[src/rtl/sinc5_dec_pkg.sv]
package sinc5_dec_pkg;

  localparam int N_SEC = 4;
  localparam int SEC_ORD [N_SEC] = '{3, 2, 3, 5};
  localparam int SEC_DEC [N_SEC] = '{2, 2, 4, 5};

  function automatic int ceil_log2(input int v);
    int r;
    r = 0;
    while ((64'(1) << r) < 64'(v)) r++;
    return r;
  endfunction

  // bits gained by one section: ceil(log2(ratio^order))
  function automatic int sec_growth(input int k);
    int p;
    p = 1;
    for (int i = 0; i < SEC_ORD[k]; i++) p = p * SEC_DEC[k];
    return ceil_log2(p);
  endfunction

  // word width after the first n sections
  function automatic int width_after(input int in_w, input int n);
    int w;
    w = in_w;
    for (int k = 0; k < n; k++) w = w + sec_growth(k);
    return w;
  endfunction

  function automatic int total_dec();
    int d;
    d = 1;
    for (int k = 0; k < N_SEC; k++) d = d * SEC_DEC[k];
    return d;
  endfunction

  // impulse response span (taps - 1) at the input rate
  function automatic int resp_span();
    int s, stride;
    s = 0;
    stride = 1;
    for (int k = 0; k < N_SEC; k++) begin
      s = s + SEC_ORD[k] * (SEC_DEC[k] - 1) * stride;
      stride = stride * SEC_DEC[k];
    end
    return s;
  endfunction

  // outputs to drop until the response window holds only real samples
  function automatic int warm_outputs();
    int d, a;
    d = total_dec();
    a = resp_span() - (d - 1);
    if (a <= 0) return 0;
    return (a + d - 1) / d;
  endfunction

endpackage

[src/rtl/sinc_section.sv]
module sinc_section #(
  parameter int ORDER = 3,
  parameter int RATIO = 2,
  parameter int IN_W  = 2,
  parameter int OUT_W = 5
) (
  input  logic                    clk,
  input  logic                    rst,
  input  logic                    in_valid,
  input  logic signed [IN_W-1:0]  in_data,
  output logic                    out_valid,
  output logic signed [OUT_W-1:0] out_data
);

  localparam int CNT_W = (RATIO > 1) ? $clog2(RATIO) : 1;
  localparam logic [CNT_W-1:0] LAST_PH = CNT_W'(RATIO - 1);

  logic signed [OUT_W-1:0] in_ext;
  logic signed [OUT_W-1:0] integ_q [ORDER];
  logic signed [OUT_W-1:0] integ_d [ORDER];
  logic signed [OUT_W-1:0] dly_q   [ORDER];
  logic signed [OUT_W-1:0] comb_c  [ORDER+1];
  logic [CNT_W-1:0]        phase;

  assign in_ext = {{(OUT_W-IN_W){in_data[IN_W-1]}}, in_data};

  // integrator chain evaluated in one cycle; wraps modulo 2^OUT_W
  always_comb begin
    integ_d[0] = integ_q[0] + in_ext;
    for (int k = 1; k < ORDER; k++) integ_d[k] = integ_q[k] + integ_d[k-1];
    comb_c[0] = integ_d[ORDER-1];
    for (int k = 0; k < ORDER; k++) comb_c[k+1] = comb_c[k] - dly_q[k];
  end

  always_ff @(posedge clk) begin
    if (rst) begin
      for (int k = 0; k < ORDER; k++) begin
        integ_q[k] <= '0;
        dly_q[k]   <= '0;
      end
      phase     <= '0;
      out_valid <= 1'b0;
      out_data  <= '0;
    end else begin
      out_valid <= 1'b0;
      if (in_valid) begin
        for (int k = 0; k < ORDER; k++) integ_q[k] <= integ_d[k];
        if (phase == LAST_PH) begin
          phase <= '0;
          for (int k = 0; k < ORDER; k++) dly_q[k] <= comb_c[k];
          out_data  <= comb_c[ORDER];
          out_valid <= 1'b1;
        end else begin
          phase <= phase + 1'b1;
        end
      end
    end
  end

  // a section strobe is never two cycles wide
  assert_sec_strobe_gap_R2: assert property (@(posedge clk) disable iff (rst)
    out_valid |=> !out_valid);

  // each section adds exactly one cycle after the accepting strobe
  assert_sec_latency_R10: assert property (@(posedge clk) disable iff (rst)
    out_valid |-> $past(in_valid));

endmodule

[src/rtl/sinc_out_stage.sv]
module sinc_out_stage #(
  parameter int FULL_W = 25,
  parameter int OUT_W  = 25,
  parameter int WARM   = 4
) (
  input  logic                     clk,
  input  logic                     rst,
  input  logic                     in_valid,
  input  logic signed [FULL_W-1:0] in_data,
  output logic                     y_valid,
  output logic signed [OUT_W-1:0]  y_out
);

  localparam int WC_W = (WARM > 0) ? $clog2(WARM + 1) : 1;
  localparam logic [WC_W-1:0] WARM_L = WC_W'(WARM);

  logic [WC_W-1:0] warm_cnt;

  always_ff @(posedge clk) begin
    if (rst) begin
      warm_cnt <= '0;
      y_valid  <= 1'b0;
      y_out    <= '0;
    end else begin
      y_valid <= 1'b0;
      if (in_valid) begin
        if (warm_cnt == WARM_L) begin
          y_out   <= in_data[FULL_W-1 -: OUT_W];
          y_valid <= 1'b1;
        end else begin
          warm_cnt <= warm_cnt + 1'b1;
        end
      end
    end
  end

  // result held between strobes
  assert_hold_between_R8: assert property (@(posedge clk) disable iff (rst)
    !y_valid |-> $stable(y_out));

  // output strobe one cycle wide
  assert_out_single_R2: assert property (@(posedge clk) disable iff (rst)
    y_valid |=> !y_valid);

endmodule

[src/rtl/sinc5_decimator.sv]
module sinc5_decimator
  import sinc5_dec_pkg::*;
#(
  parameter int IN_W  = 2,
  parameter int OUT_W = width_after(IN_W, N_SEC)
) (
  input  logic                    clk,
  input  logic                    rst,
  input  logic                    x_valid,
  input  logic signed [IN_W-1:0]  x_in,
  output logic                    y_valid,
  output logic signed [OUT_W-1:0] y_out
);

  localparam int FULL_W = width_after(IN_W, N_SEC);
  localparam int DEC    = total_dec();
  localparam int WARM   = warm_outputs();

  for (genvar k = 0; k < N_SEC; k++) begin : g_sec
    localparam int IW = width_after(IN_W, k);
    localparam int OW = width_after(IN_W, k + 1);
    logic                 s_iv;
    logic signed [IW-1:0] s_id;
    logic                 sv;
    logic signed [OW-1:0] sd;

    if (k == 0) begin : g_first
      assign s_iv = x_valid;
      assign s_id = x_in;
    end else begin : g_next
      assign s_iv = g_sec[k-1].sv;
      assign s_id = g_sec[k-1].sd;
    end

    sinc_section #(
      .ORDER(SEC_ORD[k]),
      .RATIO(SEC_DEC[k]),
      .IN_W (IW),
      .OUT_W(OW)
    ) u_sec (
      .clk      (clk),
      .rst      (rst),
      .in_valid (s_iv),
      .in_data  (s_id),
      .out_valid(sv),
      .out_data (sd)
    );
  end

  sinc_out_stage #(
    .FULL_W(FULL_W),
    .OUT_W (OUT_W),
    .WARM  (WARM)
  ) u_out (
    .clk     (clk),
    .rst     (rst),
    .in_valid(g_sec[N_SEC-1].sv),
    .in_data (g_sec[N_SEC-1].sd),
    .y_valid (y_valid),
    .y_out   (y_out)
  );

  // checker: accepted inputs since reset, saturating at the warm-up boundary
  localparam int LIM  = DEC * (WARM + 1);
  localparam int XC_W = $clog2(LIM + 1);
  logic [XC_W-1:0] x_seen;

  always_ff @(posedge clk) begin
    if (rst) x_seen <= '0;
    else if (x_valid && x_seen != XC_W'(LIM)) x_seen <= x_seen + 1'b1;
  end

  // no result before the response window is full
  assert_warmup_R3: assert property (@(posedge clk) disable iff (rst)
    y_valid |-> x_seen == XC_W'(LIM));

  // reset clears the output strobe
  assert_reset_quiet_R9: assert property (@(posedge clk)
    rst |=> !y_valid);

endmodule

[config.mk]
export PLATFORM = sky130hd
export DESIGN_NAME = sinc5_decimator
export DESIGN_NICKNAME = d
export VERILOG_FILES = /design/src/rtl/sinc5_dec_pkg.sv /design/src/rtl/sinc_section.sv /design/src/rtl/sinc_out_stage.sv /design/src/rtl/sinc5_decimator.sv
export SDC_FILE = /design/constraint.sdc
export NUM_CORES = 1
export LEC_CHECK = 0
export BUFFER_PORTS_ARGS = -buffer_cell sky130_fd_sc_hd__buf_4
export CAP_MARGIN = 5
export CORE_MARGIN = 3
export CORE_UTILIZATION = 65
export DETAILED_ROUTE_END_ITERATION = 10
export PLACE_DENSITY_LB_ADDON = 0.12
export RECOVER_POWER = 100
export SLEW_MARGIN = 20
export SYNTH_ARGS = -nofsm -noshare
export SYNTH_HDL_FRONTEND = slang
export SYNTH_SLANG_ARGS = --single-unit
[constraint.sdc]
create_clock -name clk -period 12.7 [get_ports clk]
set_input_delay 0.635 -clock clk [delete_from_list [all_inputs] [get_ports clk]]
set_output_delay 0.635 -clock clk [all_outputs]
set_load 0.005 [all_outputs]
Word-level counts from Yosys, hierarchy flattened
Memories as Yosys holds them, arrays and structs flattened.
Index checks and enable logic that the tools add are counted.
- register bits: 90
- output and inout port bits: 26
- input bits: 5
- memories kept: 8
- RAM bits: 386
- memories (memory ; depth ; width ; read ports ; clocked after Yosys merged registers in ; write ports ; line ; text):
    g_sec[3].u_sec.dly_q ; 5 ; 25 ; 5 ; 0 ; 5 ; sinc_section.sv:21 ; logic signed [OUT_W-1:0] dly_q [ORDER];
    g_sec[3].u_sec.integ_q ; 5 ; 25 ; 5 ; 0 ; 5 ; sinc_section.sv:19 ; logic signed [OUT_W-1:0] integ_q [ORDER];
    g_sec[2].u_sec.dly_q ; 3 ; 13 ; 3 ; 0 ; 3 ; sinc_section.sv:21 ;
    g_sec[2].u_sec.integ_q ; 3 ; 13 ; 3 ; 0 ; 3 ; sinc_section.sv:19 ;
    g_sec[0].u_sec.dly_q ; 3 ; 5 ; 3 ; 0 ; 3 ; sinc_section.sv:21 ;
    g_sec[0].u_sec.integ_q ; 3 ; 5 ; 3 ; 0 ; 3 ; sinc_section.sv:19 ;
    +2 memories ; n/a ; n/a ; n/a ; n/a ; n/a ; n/a ;
- equality and inequality tests: 3
- reductions and logical operators: 7
- muxes and demuxes: 61
- bitwise gates (word level): 28
- add/subtract/negate cells: 31
- operator list (cell ; number):
    2-to-1 mux 25 bit ; 10
    subtractor 25 bit ; 5
    adder 25 bit ; 4
    2-to-1 mux 13 bit ; 6
    subtractor 13 bit ; 3
    2-to-1 mux 1 bit ; 33
    2-to-1 mux 5 bit ; 6
    2-to-1 mux 7 bit ; 4
    adder 13 bit ; 2
    bitwise OR 1 bit ; 26
    adder 25 x 13 -> 25 bit ; 1
    subtractor 5 bit ; 3
    subtractor 7 bit ; 2
    adder 13 x 7 -> 13 bit ; 1
    AND reduction 2 bit ; 6
    adder 5 bit ; 2
    adder 7 x 5 -> 7 bit ; 1
    adder 7 bit ; 1
    adder 3 x 1 -> 3 bit (second input constant) ; 2
    == test 3 bit (second input constant) ; 2
    adder 5 x 2 -> 5 bit ; 1
    2-to-1 mux 3 bit ; 1
    adder 1 bit (second input constant) ; 2
    adder 2 x 1 -> 2 bit (second input constant) ; 1
    4 further kinds ; 5

Depth between registers and ports, before layout
- depth in word-level cells: 10
- depth in mapped cells: 66
- depth with buffers taken out: 66

Modules after synthesis
From an unflattened synthesis, not the netlist that was laid out.
- cells, all modules: 3389
- area, all modules: 33208.1 µm²
- by module, submodules not included (module ; times used ; cells an instance ; area an instance (µm²)):
    sinc_section (g_sec[3].u_sec) ; 1 ; 2181 ; 20821.2
    sinc_section (g_sec[2].u_sec) ; 1 ; 656 ; 6495.0
    sinc_section (g_sec[1].u_sec) ; 1 ; 224 ; 2341.0
    sinc_section (g_sec[0].u_sec) ; 1 ; 199 ; 2215.9
    sinc_out_stage ; 1 ; 129 ; 1335.0

Worst setup path before layout
Ideal clock, no wire load.
- path type: reg-to-reg
- start point: memory g_sec[3].u_sec.integ_q[0][1]
- end point: register g_sec[3].u_sec.out_data[24]
- cell stages (with the launch flop): 58
- library setup time: 0.124 ns
- data arrival time: 11.430 ns
- setup slack: 1.145 ns
- period minus slack after synthesis: 11.555 ns
- cells stage by stage: edfxtp_1 -> ha_1 -> a21o_1 -> a21oi_1 -> o21bai_1 -> a21oi_1 -> o21bai_1 -> a21oi_1 -> xnor2_1 -> ha_1 -> or4_1 -> o22ai_2 -> xnor2_1 -> ha_1 -> nand2_1 -> o31ai_1 -> xor2_1 -> ha_1 -> [22 not listed] -> o211ai_1 -> and2_1 -> a31oi_1 -> a21boi_0 -> xor2_1 -> ha_1 -> and2_1 -> a31o_2 -> a31oi_1 -> a21oi_1 -> xor2_1 -> ha_1 -> a21o_1 -> a221o_1 -> a21oi_1 -> xnor2_1 -> xnor2_1 -> o21ai_1
- RTL lines (item ; line ; text):
    start: declaration ; sinc_section.sv:19 ;
    end signal: assignment ; sinc_section.sv:51 ; out_data <= comb_c[ORDER];
    end: declaration ; sinc_section.sv:12 ; output logic signed [OUT_W-1:0] out_data

==> run_results.csv <==
group,metric,value,unit
critical_path,cp-end-kind,"flop",
yosys,synth_seq_cells,476,
cells_and_area,finalCoreUtilization,0.746,
clock_network,insertion_delay,600,ps
placed_design,place_congestion,0.876,
floorplan,rows,81,
cells_and_area,antenna_cells,0,
worst_hold_path,min-delay-start,"x_valid",
outcome,status,"finished, violations left",
clock_network,cts_tree,"yes",
yosys,yosys_most_used_dff,"edfxtp_1",
yosys,synthesis.area,32900,µm²
timing,drv_slew,584,
placed_design,hpwlAfterDp,46000,µm
route,vias,24000,
floorplan,die_h,231,µm
critical_path,path_delay_family,"compound AO/OA/AOI/OAI gates",
clock_network,clockBufferDepth,3,
yosys,synth_xor_area_frac,0.0858,
critical_path,cp.required,13160,ps
grt,grt_pass1_wl,111000,µm
critical_path,crit_path_top_delay_cell,"or4_1",
clock_network,cts_made_buffers,53,
cells_and_area,drive_gt1_frac,0.103,
yosys,synth_top_family_by_area,"adder cells",
outcome,violations,"capacitance limit, slew limit",
yosys,synth_edf_count,386,
critical_path,setup.worst_path.start_class,"flop",
critical_path,timing.rr.start,"g_sec[3].u_sec.integ_q[0][0]$_SDFFCE_PN0P_",
cells_and_area,multi_input_comb_area,18700,µm²
yosys,netlist_instances,3403,
critical_path,critPathMaxFanout,6,
floorplan,start_util,0.665,
yosys,synthDistinctLibCells,76,
yosys,yosys.area_share.simple,0.147,
cells_and_area,register_area,13400,µm²
clock_network,clkSinkCount,476,
floorplan,coreArea,49500,µm²
yosys,synth_compound_area_frac,0.152,
critical_path,crit_arrival,12690,ps
clock_network,cts_root_buf,"clkbuf_16",
floorplan,io_pins,31,
yosys,synthTopCellsByArea,"edfxtp_1, ha_1, xnor2_1",
yosys,avgSynthCellArea,9.66,µm²
critical_path,cpMostUsedCell,"ha_1",
cells_and_area,fill_cells,3523,
floorplan,die_area,53300,µm²
yosys,synth_nets,3805,
timing,post-route-period-util,0.963,
route,drc,0,
timing,slew_headroom,-1.73,
timing,skew,9.99,ps
route,final_antenna_net_count,0,
placed_design,portBuffers,30,
grt,antenna_found_initial,0,
grt,grt.overflow.total,0,
timing,fin_crit,12230,ps
cells_and_area,final_nets,3913,
critical_path,path_class,"flop to flop",
timing,tightestPinTransition,4090,ps
route,dr.first_iter.drc_count,1321,
yosys,synth_top_area_frac,0.353,
route,drt-total-wl,66900,µm
yosys,synth_common_cells,"edfxtp_1, inv_1, ha_1",
yosys,yosys.area.top_type,"edfxtp_1",
grt,grt_start_max_net_pins,88,
clock_network,clk_pin_slew,60,ps
placed_design,dpl.cell_count,4071,
timing,setup_viol,0,
worst_hold_path,worstHoldPathType,"input port to flop",
clock_network,hold_buffers,0,
timing,timing.fmax,0.0818,GHz
timing,hold_violations,0,
critical_path,slowest_delay,590,ps
grt,grt_pass1_vias,24300,
grt,grt_util_all_layers,0.244,
critical_path,cp_num_buf_inv,3,
yosys,ys_seq_area_frac,0.407,
route,via_per_inst,5.68,
cells_and_area,stdcell_count,4218,
cells_and_area,area_growth,12.3,%
yosys,yosys_warnings,0,
critical_path,crit_start,"g_sec[3].u_sec.integ_q[0][0]$_SDFFCE_PN0P_",
yosys,synth_most_common_cell,"edfxtp_1",
yosys,synthAdderAreaFrac,0.157,
route,wl_per_cell,15.9,µm
route,firstDrtPassIters,7,
clock_network,ctsHtreeMaxLevel,2,
yosys,muxShareOfSynthArea,0.000609,
job,max_cap_violations,10,
yosys,async_flop_share,0,
floorplan,chipWidth,231,µm
metal layers:
layer / GRT usage / vias to the layer above / routed length [µm]
met3: 0.0308 / 116 / 2400
met1: 0.308 / 11400 / 29100
met5: 0 / - / 0
met4: 0.0645 / 0 / 1490
li1: - / 12000 / -
met2: 0.444 / 412 / 33900
worst paths after layout:
| check | slack [ps] | to | cells after the start |
|---|---|---|---|
| worst min register to register | 450 | g_sec[3].u_sec.out_data[17]$_SDFFE_PP0P_ | 2 |
| worst max register to register | 470 | g_sec[3].u_sec.out_data[24]$_SDFFE_PP0P_ | 55 |
| worst max-delay path | 470 | g_sec[3].u_sec.out_data[24]$_SDFFE_PP0P_ | 55 |
| worst min-delay path | 350 | g_sec[0].u_sec.phase$_SDFFE_PP0P_ | 3 |
timing repair:
item / CTS / global route
buffers inserted: 11 / 38
setup endpoints to repair: 5 / 11
pin swaps: 3 / 60
cloned: 0 / 0
gates resized for setup: 16 / 171
state kept, by name, indices dropped and copies added, names as in the netlist:
register and count:
u_out.y_out 25, g_sec.u_sec.dly_q 193, g_sec.u_sec.out_data 50, g_sec.u_sec.phase 7
u_out.warm_cnt 3, g_sec.u_sec.integ_q 193, g_sec.u_sec.out_valid 4, u_out.y_valid 1
tightest hold or removal path: stages:
cell	delay, ps
buf_4	120
xnor2_1	70
nor2_1	80
stage by stage:
step	area [µm²]	TNS (ps)	hold WS, ps	setup WS [ps]
after floorplan	32900	0	425	1150
after global placement	34000	0	438	144
after detailed placement	34000	-822	443	-349
after CTS	35900	0	314	44.3
after global routing	36900	-375	384	-230
final	36900	0	346	472
logic make-up after synthesis:
kind of cell	count (synthesis)
flip-flops	476
buffers and inverters	446
adder cells (fa/ha/maj)	397
multiplexers	2
AO/OA/AOI/OAI	786
AND/OR/NAND/NOR	981
XOR/XNOR	315
cells in the final DEF (no fill, tap or decap), types with 22 or more instances in the layout:
cell type | synthesis | layout
o21bai_1 | 62 | 62
nor2_1 | 301 | 292
ha_1 | 371 | 341
xor2_1 | 93 | 81
edfxtp_1 | 386 | 386
and2_1 | 229 | 148
nand2_1 | 189 | 189
nor3_1 | 52 | 47
buf_4 | 0 | 78
nand2b_1 | 34 | 34
inv_1 | 385 | 383
fa_1 | 26 | 25
o21ai_0 | 168 | 154
dfxtp_1 | 90 | 89
nor2b_1 | 50 | 45
a21oi_2 | 0 | 28
a21o_1 | 106 | 106
xnor2_1 | 218 | 199
clkbuf_4 | 0 | 25
and3_1 | 34 | 34
o21a_1 | 34 | 34
nand3_1 | 37 | 35
a21oi_1 | 259 | 228
and2_0 | 0 | 81
clkbuf_1 | 60 | 22
clkbuf_16 | 0 | 55
area by class of cell:
class,count,share of cell area
multi-input cells,2481,0.506
flip-flops and latches,476,0.363
clock inverters,27,0.00681
well taps,664,0.0225
inverters,385,0.0392
clock buffers,71,0.0403
repair buffers,114,0.0221
Power is not shown: default switching activity piles up to over one toggle a cycle in this logic, so the estimate is an artifact.
